### src/rtl/vta_pkg.sv
package vta_pkg;
    localparam int VTA_CNT_W       = 12;
    localparam int VTA_MIN_OK      = 2;
    localparam int VTA_MAX_OK      = 4091;
    localparam int VTA_SYNC_STAGES = 2;
    localparam int VTA_NUM_IN      = 4;
    localparam int VTA_NUM_H       = 3;
    localparam int VTA_NUM_MEAS    = 2 * VTA_NUM_H + 4;
    localparam int SLOT_VS_HI      = 2 * VTA_NUM_H;
    localparam int SLOT_VS_LO      = 2 * VTA_NUM_H + 1;
    localparam int SLOT_ACT_FIRST  = 2 * VTA_NUM_H + 2;
    localparam int SLOT_ACT_LAST   = 2 * VTA_NUM_H + 3;
endpackage

### src/rtl/vta_sync.sv
module vta_sync #(
    parameter int WIDTH  = 4,
    parameter int STAGES = 2
) (
    input  logic             clk_i,
    input  logic             rst_ni,
    input  logic [WIDTH-1:0] async_i,
    output logic [WIDTH-1:0] sync_o
);
    typedef struct packed {
        logic [STAGES-1:0][WIDTH-1:0] chain;
    } sync_s;

    sync_s sync_d, sync_q;

    generate
        if (STAGES < 2) begin : g_bad_depth
            initial $error("vta_sync needs at least two stages");
        end
    endgenerate

    always_comb begin
        sync_d.chain = {sync_q.chain[STAGES-2:0], async_i};
    end

    always_ff @(posedge clk_i or negedge rst_ni) begin
        if (!rst_ni) begin
            sync_q <= '0;
        end else begin
            sync_q <= sync_d;
        end
    end

    assign sync_o = sync_q.chain[STAGES-1];
endmodule

### src/rtl/vta_width_meter.sv
module vta_width_meter #(
    parameter int CNT_W = 12
) (
    input  logic             clk_i,
    input  logic             rst_ni,
    input  logic             lvl_i,
    input  logic             step_i,
    input  logic             clr_i,
    output logic [CNT_W-1:0] hi_o,
    output logic [CNT_W-1:0] lo_o,
    output logic             hi_seen_o,
    output logic             lo_seen_o
);
    localparam logic [CNT_W-1:0] CNT_MAX = '1;

    typedef struct packed {
        logic             prev;
        logic             armed;
        logic [CNT_W-1:0] run;
        logic [CNT_W-1:0] hi;
        logic [CNT_W-1:0] lo;
        logic             hi_seen;
        logic             lo_seen;
    } meter_s;

    meter_s mtr_d, mtr_q;
    logic             lvl_change;
    logic [CNT_W-1:0] step_ext;

    always_comb begin
        mtr_d      = mtr_q;
        step_ext   = {{(CNT_W-1){1'b0}}, step_i};
        lvl_change = lvl_i ^ mtr_q.prev;
        mtr_d.prev = lvl_i;
        if (clr_i) begin
            // window restart: forget partial phase, wait for a fresh edge
            mtr_d.armed   = 1'b0;
            mtr_d.run     = '0;
            mtr_d.hi      = '0;
            mtr_d.lo      = '0;
            mtr_d.hi_seen = 1'b0;
            mtr_d.lo_seen = 1'b0;
        end else if (lvl_change) begin
            if (mtr_q.armed) begin
                if (mtr_q.prev) begin
                    mtr_d.hi      = mtr_q.run;
                    mtr_d.hi_seen = 1'b1;
                end else begin
                    mtr_d.lo      = mtr_q.run;
                    mtr_d.lo_seen = 1'b1;
                end
            end
            mtr_d.armed = 1'b1;
            mtr_d.run   = step_ext;
        end else if (mtr_q.run != CNT_MAX) begin
            mtr_d.run = mtr_q.run + step_ext;
        end
    end

    always_ff @(posedge clk_i or negedge rst_ni) begin
        if (!rst_ni) begin
            mtr_q <= '0;
        end else begin
            mtr_q <= mtr_d;
        end
    end

    assign hi_o      = mtr_q.hi;
    assign lo_o      = mtr_q.lo;
    assign hi_seen_o = mtr_q.hi_seen;
    assign lo_seen_o = mtr_q.lo_seen;
endmodule

### src/rtl/vta_edge_pos.sv
module vta_edge_pos #(
    parameter int CNT_W = 12
) (
    input  logic             clk_i,
    input  logic             rst_ni,
    input  logic             line_start_i,
    input  logic             act_rise_i,
    input  logic             act_fall_i,
    input  logic             clr_i,
    output logic [CNT_W-1:0] first_o,
    output logic [CNT_W-1:0] last_o,
    output logic             first_seen_o,
    output logic             last_seen_o
);
    localparam logic [CNT_W-1:0] CNT_MAX = '1;
    localparam logic [CNT_W-1:0] CNT_ONE = {{(CNT_W-1){1'b0}}, 1'b1};

    typedef struct packed {
        logic [CNT_W-1:0] pos;
        logic             line_ok;
        logic             got_first;
        logic [CNT_W-1:0] first;
        logic [CNT_W-1:0] last;
        logic             first_seen;
        logic             last_seen;
    } pos_s;

    pos_s pos_d, pos_q;

    always_comb begin
        pos_d = pos_q;
        if (line_start_i) begin
            pos_d.pos = CNT_ONE;
        end else if (pos_q.pos != CNT_MAX) begin
            pos_d.pos = pos_q.pos + CNT_ONE;
        end

        if (clr_i) begin
            pos_d.line_ok    = 1'b0;
            pos_d.got_first  = 1'b0;
            pos_d.first      = '0;
            pos_d.last       = '0;
            pos_d.first_seen = 1'b0;
            pos_d.last_seen  = 1'b0;
        end else begin
            if (pos_q.line_ok) begin
                if (act_rise_i && !pos_q.got_first) begin
                    pos_d.first      = pos_q.pos;
                    pos_d.got_first  = 1'b1;
                    pos_d.first_seen = 1'b1;
                end
                if (act_fall_i) begin
                    pos_d.last      = pos_q.pos;
                    pos_d.last_seen = 1'b1;
                end
            end
            if (line_start_i) begin
                pos_d.line_ok   = 1'b1;
                pos_d.got_first = 1'b0;
            end
        end
    end

    always_ff @(posedge clk_i or negedge rst_ni) begin
        if (!rst_ni) begin
            pos_q <= '0;
        end else begin
            pos_q <= pos_d;
        end
    end

    assign first_o      = pos_q.first;
    assign last_o       = pos_q.last;
    assign first_seen_o = pos_q.first_seen;
    assign last_seen_o  = pos_q.last_seen;
endmodule

### src/rtl/sync_timing_analyzer.sv
module sync_timing_analyzer
    import vta_pkg::*;
#(
    parameter int CNT_W       = VTA_CNT_W,
    parameter int MIN_OK      = VTA_MIN_OK,
    parameter int MAX_OK      = VTA_MAX_OK,
    parameter int SYNC_STAGES = VTA_SYNC_STAGES
) (
    input  logic                                clk_i,
    input  logic                                rst_ni,
    input  logic                                hsync_i,
    input  logic                                vsync_i,
    input  logic                                hfly_i,
    input  logic                                vact_i,
    input  logic                                trig_i,
    output logic [VTA_NUM_MEAS-1:0][CNT_W-1:0] meas_o,
    output logic [VTA_NUM_MEAS-1:0]            meas_oor_o,
    output logic                                meas_valid_o
);
    localparam int               NUM   = VTA_NUM_MEAS;
    localparam logic [CNT_W-1:0] MIN_C = CNT_W'(MIN_OK);
    localparam logic [CNT_W-1:0] MAX_C = CNT_W'(MAX_OK);

    typedef struct packed {
        logic                      prev_hs;
        logic                      prev_act;
        logic [NUM-1:0][CNT_W-1:0] bank;
        logic [NUM-1:0]            oor;
        logic                      valid;
    } top_s;

    top_s top_d, top_q;

    logic [VTA_NUM_IN-1:0]     sync_w;
    logic                      s_hs, s_vs, s_fly, s_act;
    logic [VTA_NUM_H-1:0]      hsig;
    logic                      hs_rise, act_rise, act_fall;
    logic [NUM-1:0][CNT_W-1:0] work_val;
    logic [NUM-1:0]            work_seen;

    vta_sync #(
        .WIDTH  (VTA_NUM_IN),
        .STAGES (SYNC_STAGES)
    ) u_sync (
        .clk_i   (clk_i),
        .rst_ni  (rst_ni),
        .async_i ({vact_i, hfly_i, vsync_i, hsync_i}),
        .sync_o  (sync_w)
    );

    assign s_hs  = sync_w[0];
    assign s_vs  = sync_w[1];
    assign s_fly = sync_w[2];
    assign s_act = sync_w[3];
    assign hsig  = {s_act, s_fly, s_hs};

    assign hs_rise  = s_hs & ~top_q.prev_hs;
    assign act_rise = s_act & ~top_q.prev_act;
    assign act_fall = ~s_act & top_q.prev_act;

    // one clock-unit width meter per horizontal-type input
    generate
        for (genvar g = 0; g < VTA_NUM_H; g++) begin : g_hmeter
            vta_width_meter #(
                .CNT_W (CNT_W)
            ) u_meter (
                .clk_i     (clk_i),
                .rst_ni    (rst_ni),
                .lvl_i     (hsig[g]),
                .step_i    (1'b1),
                .clr_i     (trig_i),
                .hi_o      (work_val[2*g]),
                .lo_o      (work_val[2*g+1]),
                .hi_seen_o (work_seen[2*g]),
                .lo_seen_o (work_seen[2*g+1])
            );
        end
    endgenerate

    // vertical sync counts line starts instead of clocks
    vta_width_meter #(
        .CNT_W (CNT_W)
    ) u_vmeter (
        .clk_i     (clk_i),
        .rst_ni    (rst_ni),
        .lvl_i     (s_vs),
        .step_i    (hs_rise),
        .clr_i     (trig_i),
        .hi_o      (work_val[SLOT_VS_HI]),
        .lo_o      (work_val[SLOT_VS_LO]),
        .hi_seen_o (work_seen[SLOT_VS_HI]),
        .lo_seen_o (work_seen[SLOT_VS_LO])
    );

    vta_edge_pos #(
        .CNT_W (CNT_W)
    ) u_pos (
        .clk_i        (clk_i),
        .rst_ni       (rst_ni),
        .line_start_i (hs_rise),
        .act_rise_i   (act_rise),
        .act_fall_i   (act_fall),
        .clr_i        (trig_i),
        .first_o      (work_val[SLOT_ACT_FIRST]),
        .last_o       (work_val[SLOT_ACT_LAST]),
        .first_seen_o (work_seen[SLOT_ACT_FIRST]),
        .last_seen_o  (work_seen[SLOT_ACT_LAST])
    );

    always_comb begin
        top_d          = top_q;
        top_d.prev_hs  = s_hs;
        top_d.prev_act = s_act;
        if (trig_i) begin
            for (int i = 0; i < NUM; i++) begin
                top_d.bank[i] = work_seen[i] ? work_val[i] : '0;
                top_d.oor[i]  = !work_seen[i] || (work_val[i] < MIN_C)
                                || (work_val[i] > MAX_C);
            end
            top_d.valid = 1'b1;
        end
    end

    always_ff @(posedge clk_i or negedge rst_ni) begin
        if (!rst_ni) begin
            top_q.prev_hs  <= 1'b0;
            top_q.prev_act <= 1'b0;
            top_q.bank     <= '0;
            top_q.oor      <= '1;
            top_q.valid    <= 1'b0;
        end else begin
            top_q <= top_d;
        end
    end

    assign meas_o       = top_q.bank;
    assign meas_oor_o   = top_q.oor;
    assign meas_valid_o = top_q.valid;
endmodule

### config.mk
export PLATFORM = sky130hd
export DESIGN_NAME = sync_timing_analyzer
export DESIGN_NICKNAME = d
export VERILOG_FILES = /design/src/rtl/vta_pkg.sv /design/src/rtl/vta_sync.sv /design/src/rtl/vta_width_meter.sv /design/src/rtl/vta_edge_pos.sv /design/src/rtl/sync_timing_analyzer.sv
export SDC_FILE = /design/constraint.sdc
export NUM_CORES = 1
export LEC_CHECK = 0
export BUFFER_PORTS_ARGS = -buffer_cell sky130_fd_sc_hd__buf_4
export CORE_UTILIZATION = 48
export CTS_CLUSTER_SIZE = 24
export DETAILED_ROUTE_END_ITERATION = 10
export PLACE_DENSITY_LB_ADDON = 0.05
export SYNTH_ARGS = -nofsm -noshare
export SYNTH_HDL_FRONTEND = slang
export SYNTH_SLANG_ARGS = --single-unit
export TNS_END_PERCENT = 30
### constraint.sdc
create_clock -name clk_i -period 2.95 [get_ports clk_i]
set_input_delay 0.7375 -clock clk_i [delete_from_list [all_inputs] [get_ports clk_i]]
set_output_delay 0.7375 -clock clk_i [all_outputs]
set_load 0.05 [all_outputs]
==> flow_summary.ini, run 1 <==
[logic_synthesis]
yosysSeqAreaShare_pct = 58.7
synth_edf_count = 0
syn_inst = 1545
syn-num-nets = 1561
synth_seq_cells = 339
synth_warnings = 0
syn_area_um2 = 14500
synthFlopType = dfrtp_1
avgSynthCellArea_um2 = 9.36
async_flop_share_pct = 100
synth_cell_types = 54

[global_routing]
overflow = 0
grt_pass1_wl_um = 57100
grt_start_max_net_pins = 82
grtUsageTotal_pct = 22.6
grt_pass1_vias = 11017
antenna_found_initial = 0

[detailed_routing]
first_pass_iters = 5
routedWlPerCell_um = 16.4
routed_wl_um = 34100
vias = 11254
drtAntennaViolNets = 0
vias_per_cell = 5.40
drc = 0
drt_first_iter_violations = 827

[timing]
slew_headroom_pct = 29.6
hold_viol = 0
post-route-period-util_pct = 75.6
maxSlewViolCount = 0
skew_ps = 10.3
finalSetupViolCount = 0
worstMarginPinSlew_ps = 1050
min_period_ps = 2230
fmax_mhz = 448
worst_slack_ps = 720
final.setup.tns_ps = 0
grt_setup_unrepaired = no

[cts]
ctsHoldBuffers = 0
root_buffer = clkbuf_16
cts.sinks = 339
cts_setup_buffers = 0
htree_levels = 2
numCtsBuffers = 37
clock_latency_ps = 500
clkTransAtPathRegs_ps = 60
cts_tree = done
postCtsResizedCells = 0
clock_path_buffers = 3

[floorplanning]
start_util_pct = 48.8
row_count = 63
num_io_pins = 138
die_area_um2 = 30800
core_area_um2 = 29600
dieHeight_um = 176
die_x_um = 176

[run_status]
status = finished clean

[pwr]
leakage_nw = 7.55
p_total_mw = 9.49
peakVddDrop_mv = 0.401
power.density_nw_per_um2 = 556

[place]
dp.cells = 2022
portBuffers = 137
hpwl_um = 23300
post-place-ws_ps = 619
gp_routability_congestion = 0.804

[layout]
final_cell_mix = nand2_1, dfrtp_1, buf_4, o21ai_0, inv_1
antennaDiodeCount = 0
drive_above_1_share_pct = 14.0
utilization_pct = 57.6
stdcell_count = 2086
num-nets-final = 1687
syn_to_final_growth_pct = 18.1
mostFrequentLayoutCell = nand2_1

[job]
drv_cap = 0

[worst_setup_path]
crit_type = reg -> reg
crit_path_max_incr_delay_ps = 820
end_kind = flop
cp-start-kind = flop
r2r_setup_slack_ps = 720
rr_endpoint = g_hmeter[2].u_meter.lo_o[0]$_DFFE_PN0P_
worstPathCellList = inv_1 > ha_1 > nand2b_1 > nor3_1 > a22o_1
crit_path_max_fanout = 11
critical_path_arrival_ps = 2660
cpMaxStageDelayCell = nor3_1
timing.rr.start = g_hmeter[2].u_meter.mtr_q[39]$_DFF_PN0_
reg2reg_depth = 5
cp.required_ps = 3380

[hold_path]
hold_path.class = in -> async
## power by group
group | switching (mW) | total [mW] | internal [mW] | leakage [nW]
Clock | 1.74 | 4.26 | 2.52 | 0.544
Combinational | 0.306 | 0.429 | 0.123 | 2.36
Sequential | 0.0908 | 4.80 | 4.71 | 4.65
## registers in the layout (all words and copies together), names as in the netlist, 10 cells and up
signal / cells
g_hmeter.u_meter.hi_o: 36
g_hmeter.u_meter.lo_o: 36
g_hmeter.u_meter.mtr_q: 42
meas_o: 120
meas_oor_o: 10
u_pos.first_o: 12
u_pos.last_o: 12
u_pos.pos_q: 14
u_vmeter.hi_o: 12
u_vmeter.lo_o: 12
u_vmeter.mtr_q: 14
## cell type report
cell class	instances	area, µm²
Fill cell	2725	12600
Inverter	132	495
Clock buffer	61	1100
Sequential cell	339	8500
Timing Repair Buffer	165	1340
Multi-Input combinational cell	996	5150
Clock inverter	3	15.0
Tap cell	390	488
## metal layers
| layer | vias to the layer above | GRT usage, % | wire length (µm) |
|---|---|---|---|
| met5 | - | 0 | 0 |
| met4 | 0 | 5.69 | 635 |
| met3 | 48 | 3.72 | 1580 |
| met2 | 247 | 34.9 | 15500 |
| met1 | 5505 | 33.4 | 16400 |
| li1 | 5454 | - | - |
## worst max path at each step
stage / startpoint / to / slack (ps) / cells after the start
2_1_floorplan: trig_i / g_hmeter[0].u_meter.mtr_q[31]$_DFFE_PN0P_ / 1120 / 5
3_3_place_gp: trig_i / g_hmeter[0].u_meter.mtr_q[29]$_DFFE_PN0P_ / 650 / 5
3_5_place_dp: trig_i / meas_o[66]$_DFFE_PN0P_ / 620 / 5
4_1_cts: g_hmeter[2].u_meter.mtr_q[39]$_DFF_PN0_ / g_hmeter[2].u_meter.lo_o[0]$_DFFE_PN0P_ / 690 / 5
5_1_grt: g_hmeter[2].u_meter.mtr_q[39]$_DFF_PN0_ / g_hmeter[2].u_meter.lo_o[2]$_DFFE_PN0P_ / 520 / 5
6_report: g_hmeter[2].u_meter.mtr_q[39]$_DFF_PN0_ / g_hmeter[2].u_meter.lo_o[0]$_DFFE_PN0P_ / 720 / 5
## synthesized netlist by cell type, drive strengths merged (4+ instances only)
cell type | number | area share, %
nor2b | 4 | 0.17
nand4 | 32 | 1.5
or3 | 21 | 0.91
or2 | 6 | 0.26
o31ai | 5 | 0.26
and4 | 4 | 0.24
xor2 | 9 | 0.55
a211oi | 6 | 0.31
mux2i | 14 | 0.97
a31oi | 15 | 0.65
and3 | 6 | 0.26
a21oi | 122 | 4.2
and2 | 12 | 0.52
nor3 | 25 | 0.90
dfrtp | 329 | 57
clkbuf | 61 | 1.6
xnor2 | 7 | 0.42
inv | 132 | 3.4
o31a | 11 | 0.67
a22o | 22 | 1.3
nand2 | 363 | 9.4
ha | 9 | 0.78
nor2 | 66 | 1.7
o21ai | 138 | 4.8
or4 | 4 | 0.23
nor4 | 29 | 1.5
nand3 | 33 | 1.1
dfstp | 10 | 1.8
buf | 17 | 0.66
## cell families after synthesis
| logic type | count (synthesis) | synth area share, % |
|---|---|---|
| xor gates and xnor gates | 16 | 0.969 |
| DFF | 339 | 58.7 |
| buffers and inverters | 210 | 5.68 |
| AOI/OAI and AO/OA | 341 | 13.5 |
| and+or+nand+nor | 616 | 19.3 |
| muxes | 14 | 0.969 |
| adders and majority gates | 9 | 0.779 |
## per-stage QoR
stage,cell area (µm²),hold WS (ps)
2_1_floorplan,14500,331
3_3_place_gp,16000,334
3_5_place_dp,16000,336
4_1_cts,17100,148
5_1_grt,17100,160
6_report,17100,147
## critical path, delay by kind of cell, from the launching register on
| family | cells | cell delay, ps |
|---|---|---|
| flip-flops | 1 | 390 |
| AO/OA/AOI/OAI | 1 | 250 |
| adder cells (fa/ha/maj) | 1 | 380 |
| AND/OR/NAND/NOR | 2 | 1050 |
| buffers and inverters | 1 | 100 |
Power figures use the tool's default switching activity.
==> run 2: changes to the inputs <==
==> constraint.sdc (replaced) <==
create_clock -name clk_i -period 2.2 [get_ports clk_i]
set_input_delay 0.55 -clock clk_i [delete_from_list [all_inputs] [get_ports clk_i]]
set_output_delay 0.55 -clock clk_i [all_outputs]
set_load 0.05 [all_outputs]
==> run 2 against run 1 <==
Against the previous run:
- cell count grew 0.62%
- clock-buffer cell count fell by 1
- critical path depth unchanged
- worst setup slack worse by 530 ps
- sequential power increased by 34%
- worst hold slack worse by 98 ps
- global-route usage increased by 0.13 points
- flip-flop and latch count is the same
- first-iteration DRC count increased by 7.7%
- largest power group unchanged
==> flow_summary.ini, run 2 (synthesis gave the netlist of run 1 again) <==
[run_status]
status = finished clean

[place]
portBuffers = 137
gp_routability_congestion = 0.833
place_area_um2 = 16000
hpwl_um = 22800

[pwr]
power.density_nw_per_um2 = 767
peakVddDrop_mv = 0.568
p_total_mw = 13.2
leakage_nw = 7.66

[layout]
final_cell_mix = nand2_1, dfrtp_1, buf_4, o21ai_0, inv_1
nFillCells = 2703
drive_above_1_share_pct = 15.0
stdcell_area_um2 = 17300
utilization_pct = 58.2
syn_to_final_growth_pct = 19.3
num-nets-final = 1697
mostFrequentLayoutCell = nand2_1
antennaDiodeCount = 0
largest_register_ffs = 120

[detailed_routing]
drt_first_iter_violations = 891
routed_wl_um = 34100
routedWlPerCell_um = 16.3
drtAntennaViolNets = 0
first_pass_iters = 5
dr_wl_met3_um = 1520
drc = 0
wl_met1_um = 16900
routed.top_layer = met4
wl_met2_um = 15100
vias = 11229
vias_per_cell = 5.35

[timing]
skew_ps = 8.40
post-route-period-util_pct = 91.5
hold_viol = 0
slew_headroom_pct = 55.4
grt_setup_unrepaired = no
min_period_ps = 2010
fmax_mhz = 497
final.setup.tns_ps = 0
maxSlewViolCount = 0
finalSetupViolCount = 0
worstMarginPinSlew_ps = 665

[global_routing]
grt_start_max_net_pins = 105
overflow = 0
grtUsageTotal_pct = 22.8
grt_pass1_wl_um = 57300
grt_pass1_vias = 11019
antenna_found_initial = 0

[worst_setup_path]
worstPathCellList = ha_1 > nand4_2 > nor3_1 > nand2_1 > a31o_2
cpMaxStageDelayCell = dfrtp_1
cp.required_ps = 2600
cp_num_buf_inv = 0
critical_path_arrival_ps = 2420
cp-start-kind = flop
end_kind = flop
timing.rr.start = g_hmeter[1].u_meter.mtr_q[26]$_DFFE_PN0P_
crit_start = g_hmeter[1].u_meter.mtr_q[26]$_DFFE_PN0P_
crit_path_max_incr_delay_ps = 480
crit_cells = 5
crit_path_max_fanout = 6
crit_type = reg -> reg
cpLargestDelayFamily = simple AND/OR/NAND/NOR gates
reg2reg_depth = 5

[floorplanning]
die_x_um = 176
start_util_pct = 48.8
dieHeight_um = 176
row_count = 63
core_area_um2 = 29600
num_io_pins = 138
die_area_um2 = 30800

[cts]
ctsHoldBuffers = 0
cts_setup_buffers = 0
htree_levels = 2
postCtsResizedCells = 0
clkTransAtPathRegs_ps = 60
numCtsBuffers = 38
cts_tree = done
clock_path_buffers = 3
root_buffer = clkbuf_16
clock_latency_ps = 510
cts.sinks = 339

[hold_path]
hold_path.class = in -> async

[job]
drv_cap = 0
-- run 2: changes by cell type in the layout (fill, tap and decap cells not counted), sizes merged --
cell and change:
buf +9, bufinv +1, clkbuf -1, clkinv +3, clkinvlp +1
-- run 2: path summary, 6_finish.rpt --
| kind | endpoint | slack (ps) |
|---|---|---|
| worst max-delay path | g_hmeter[1].u_meter.mtr_q[31]$_DFFE_PN0P_ | 190 |
| max in group asynchronous | meas_o[115]$_DFFE_PN0P_ | 1640 |
| worst min register to register | u_sync.sync_o[2]$_DFF_PN0_ | 350 |
| min in group clk_i | u_sync.sync_d[5]$_DFF_PN0_ | 140 |
| worst max register to register | g_hmeter[1].u_meter.mtr_q[31]$_DFFE_PN0P_ | 190 |
| worst min-delay path | meas_o[51]$_DFFE_PN0P_ | 50 |
-- run 2: metrics by stage --
step / setup WS, ps / hold WS [ps] / std cells
2_1_floorplan: 407 / 254 / 1545
3_3_place_gp: 83.8 / 333 / 2031
3_5_place_dp: 58.0 / 335 / 2031
4_1_cts: 22.2 / 57.2 / 2099
5_1_grt: 25.8 / 73.6 / 2099
6_report: 188 / 49.2 / 2099
-- run 2: per-layer routing --
metal	vias to the layer above	global-route usage (%)
met4	0	5.94
met5	-	0
met1	5457	34.4
met3	49	3.72
li1	5487	-
met2	236	34.1
-- run 2: layout make-up --
class                      count  area [µm²]  area share, %
tap                          390         488           2.83
inverter                     132         495           2.87
clock buffer                  60        1180           6.82
multi-input combinational    996        5150           29.8
clock inverter                 8        67.6          0.392
timing repair buffer         174        1380           8.01
sequential                   339        8500           49.2
-- run 2: worst register-to-register path, stage by stage (launching register included) --
cell,delay (ps)
dfrtp_1,480
ha_1,280
nand4_2,190
nor3_1,440
nand2_1,240
a31o_2,280
-- run 2: report_power, final --
| part | switching [mW] | internal (mW) | total [mW] | leakage (nW) |
|---|---|---|---|---|
| Clock | 2.43 | 3.78 | 6.22 | 0.613 |
| Combinational | 0.419 | 0.174 | 0.593 | 2.40 |
| Sequential | 0.115 | 6.32 | 6.44 | 4.65 |
==> run 3: changes to the inputs <==
--- a/config.mk
+++ b/config.mk
@@ -5,10 +5,11 @@
 export SDC_FILE = /design/constraint.sdc
 export NUM_CORES = 1
 export LEC_CHECK = 0
+export ABC_AREA = 1
 export BUFFER_PORTS_ARGS = -buffer_cell sky130_fd_sc_hd__buf_4
 export CORE_UTILIZATION = 48
-export CTS_CLUSTER_SIZE = 24
 export DETAILED_ROUTE_END_ITERATION = 10
+export MAX_ROUTING_LAYER = met4
 export PLACE_DENSITY_LB_ADDON = 0.05
 export SYNTH_ARGS = -nofsm -noshare
 export SYNTH_HDL_FRONTEND = slang
==> run 3 against run 2 <==
Against the previous run:
- global-route usage is 0.80 points higher
- worst hold slack improved by 90 ps
- power increased by 4.3%
- first-iteration DRC count fell by 20%
- combinational power increased by 22%
- routed wire length grew 1.5%
- critical endpoint is now meas_oor_o[8]
- largest cell class unchanged
- largest power group is now the clock network
- highest routed layer unchanged
==> flow_summary.ini, run 3 <==
[run_status]
status = finished clean

[logic_synthesis]
synthTopCellsByCount = nand2_1, dfrtp_1, inv_1
syn_inst = 1763
synth_top_cell_by_area = dfrtp_1
synth_seq_cells = 339
syn_area_um2 = 14800
synth_top_area_share_pct = 55.8
synth_warnings = 0
syn-num-nets = 1779
synth_cell_types = 32
synthFlopType = dfrtp_1
yosysMostFrequentCell = nand2_1
synthTopCellsByArea = dfrtp_1, nand2_1, o21ai_1
avgSynthCellArea_um2 = 8.37
yosysSeqAreaShare_pct = 57.6
async_flop_share_pct = 100
synth_edf_count = 0

[floorplanning]
core_area_um2 = 30000
start_util_pct = 49.3
dieHeight_um = 177
num_io_pins = 138
die_area_um2 = 31400
die_x_um = 177
row_count = 63

[cts]
cts.sinks = 339
cts_setup_buffers = 0
clkTransAtPathRegs_ps = 60
htree_levels = 2
clock_latency_ps = 520
numCtsBuffers = 38
root_buffer = clkbuf_16
cts_tree = done
clock_path_buffers = 3

[worst_setup_path]
cp.required_ps = 1650
crit_path_max_fanout = 2
worstPathCellList = buf_4
cpLargestDelayFamily = flip-flops
critical_path_arrival_ps = 1250
cp_num_buf_inv = 1
cp-start-kind = flop
crit_path_max_incr_delay_ps = 540
cpMaxStageDelayCell = dfstp_2
end_kind = output port
crit_type = reg -> out

[timing]
maxSlewViolCount = 0
finalSetupViolCount = 0
fmax_mhz = 555
post-route-period-util_pct = 81.8
slew_headroom_pct = 67.6
min_period_ps = 1800
worstMarginPinSlew_ps = 484
skew_ps = 15.0
final.setup.tns_ps = 0
hold_viol = 0
grt_setup_unrepaired = no

[global_routing]
overflow = 0
grt_pass1_vias = 11465
antenna_found_initial = 0
grt_start_max_net_pins = 79
grt_pass1_wl_um = 58300
grtUsageTotal_pct = 23.6

[detailed_routing]
first_pass_iters = 5
drtAntennaViolNets = 0
vias_per_cell = 5.02
vias = 11726
drc = 0
drt_first_iter_violations = 713
routed_wl_um = 34600
routedWlPerCell_um = 14.8

[layout]
syn_to_final_growth_pct = 20.0
final_cell_mix = nand2_1, dfrtp_1, inv_1, o21ai_1, buf_4
num-nets-final = 1933
stdcell_count = 2337
stdcell_area_um2 = 17700
mostFrequentLayoutCell = nand2_1
drive_above_1_share_pct = 14.6
antennaDiodeCount = 0
largest_register_ffs = 120

[place]
hpwl_um = 24800
portBuffers = 137
dp.cells = 2266
place_area_um2 = 16400
gp_routability_congestion = 0.864

[hold_path]
hold_path.class = in -> reg

[pwr]
power.density_nw_per_um2 = 780
leakage_nw = 8.28
peakVddDrop_mv = 0.633

[job]
drv_cap = 0
==> run 3: cell types whose count changed in the layout (fill, tap and decap cells not counted), sizes merged, moves of 11 or more <==
cell	delta
a21oi	-93
a22o	-22
and2	-12
inv	+110
mux2i	-14
nand2	+94
nand3	+40
nor2	+108
nor3	+23
nor4	-29
o21ai	+145
o31a	-11
or3	-21
==> run 3: report_power, final <==
group	leakage (nW)	total [mW]	internal (mW)	switching (mW)
logic	2.98	0.723	0.189	0.534
clock network	0.659	6.66	4.18	2.48
registers	4.64	6.44	6.34	0.0950
total	8.28	13.8	10.7	3.11
==> run 3: worst register-to-register path, cell delays in order, from the launching register on <==
cell and delay [ps]:
dfrtp_1 370, inv_1 70, ha_1 430, nor2_1 180
nand2_1 90, nand2_1 70, buf_4 250, nand2_1 90
o21ai_1 90
==> run 3: cell type report <==
| cell class | count | area, µm² |
|---|---|---|
| clock buffers | 60 | 1190 |
| clock inverters | 10 | 156 |
| fillers | 2795 | 12200 |
| inverters | 243 | 915 |
| multi-input cells | 1121 | 5070 |
| flip-flops and latches | 339 | 8500 |
| well taps | 390 | 488 |
| repair buffers | 174 | 1390 |
==> run 3: cells by family (layout without fill, tap and decap cells) <==
kind of cell,Yosys count,after routing,synth area share [%]
and+or+nand+nor,792,792,22.6
xor gates and xnor gates,1,1,0.0594
DFF,339,339,57.6
adders and majority gates,9,9,0.763
AOI/OAI and AO/OA,319,319,11.0
buffers and inverters,303,487,8.04
==> run 3: metal layers <==
metal / vias to the layer above / routed length, µm / GRT usage (%)
li1: 5906 / - / -
met1: 5543 / 17600 / 35.0
met2: 227 / 15100 / 34.6
met3: 50 / 1420 / 3.00
met4: 0 / 556 / 5.02
met5: - / 0 / -
==> run 3: what timing repair did <==
item | in CTS | in global routing
hold buffers | 1 | 0
resized for setup | 0 | 0
endpoints found under the hold margin | 23 | 0
==> run 3: metrics by stage <==
step	power, mW	utilization (%)	setup slack (ps)	hold WS [ps]
after floorplan	6.94	-	655	254
after global placement	7.27	54.6	368	333
after detailed placement	7.28	54.6	360	343
after CTS	14.0	59.1	373	120
after global routing	14.3	59.1	305	126
final	13.8	59.1	400	139
==> run 3: final timing paths <==
check / from / endpoint / slack (ps) / cells after the start
worst max-delay path: meas_oor_o[8]$_DFFE_PN1P_ / meas_oor_o[8] / 400 / 1
worst min-delay path: hsync_i / u_sync.sync_d[4]$_DFF_PN0_ / 140 / 1
worst max register to register: g_hmeter[2].u_meter.mtr_q[39]$_DFF_PN0_ / g_hmeter[2].u_meter.hi_o[0]$_DFFE_PN0P_ / 480 / 8
worst min register to register: u_sync.sync_d[5]$_DFF_PN0_ / u_sync.sync_o[1]$_DFF_PN0_ / 350 / 0
max in group asynchronous: rst_ni / meas_oor_o[8]$_DFFE_PN1P_ / 930 / 3
min in group asynchronous: rst_ni / meas_o[77]$_DFFE_PN0P_ / 530 / 2
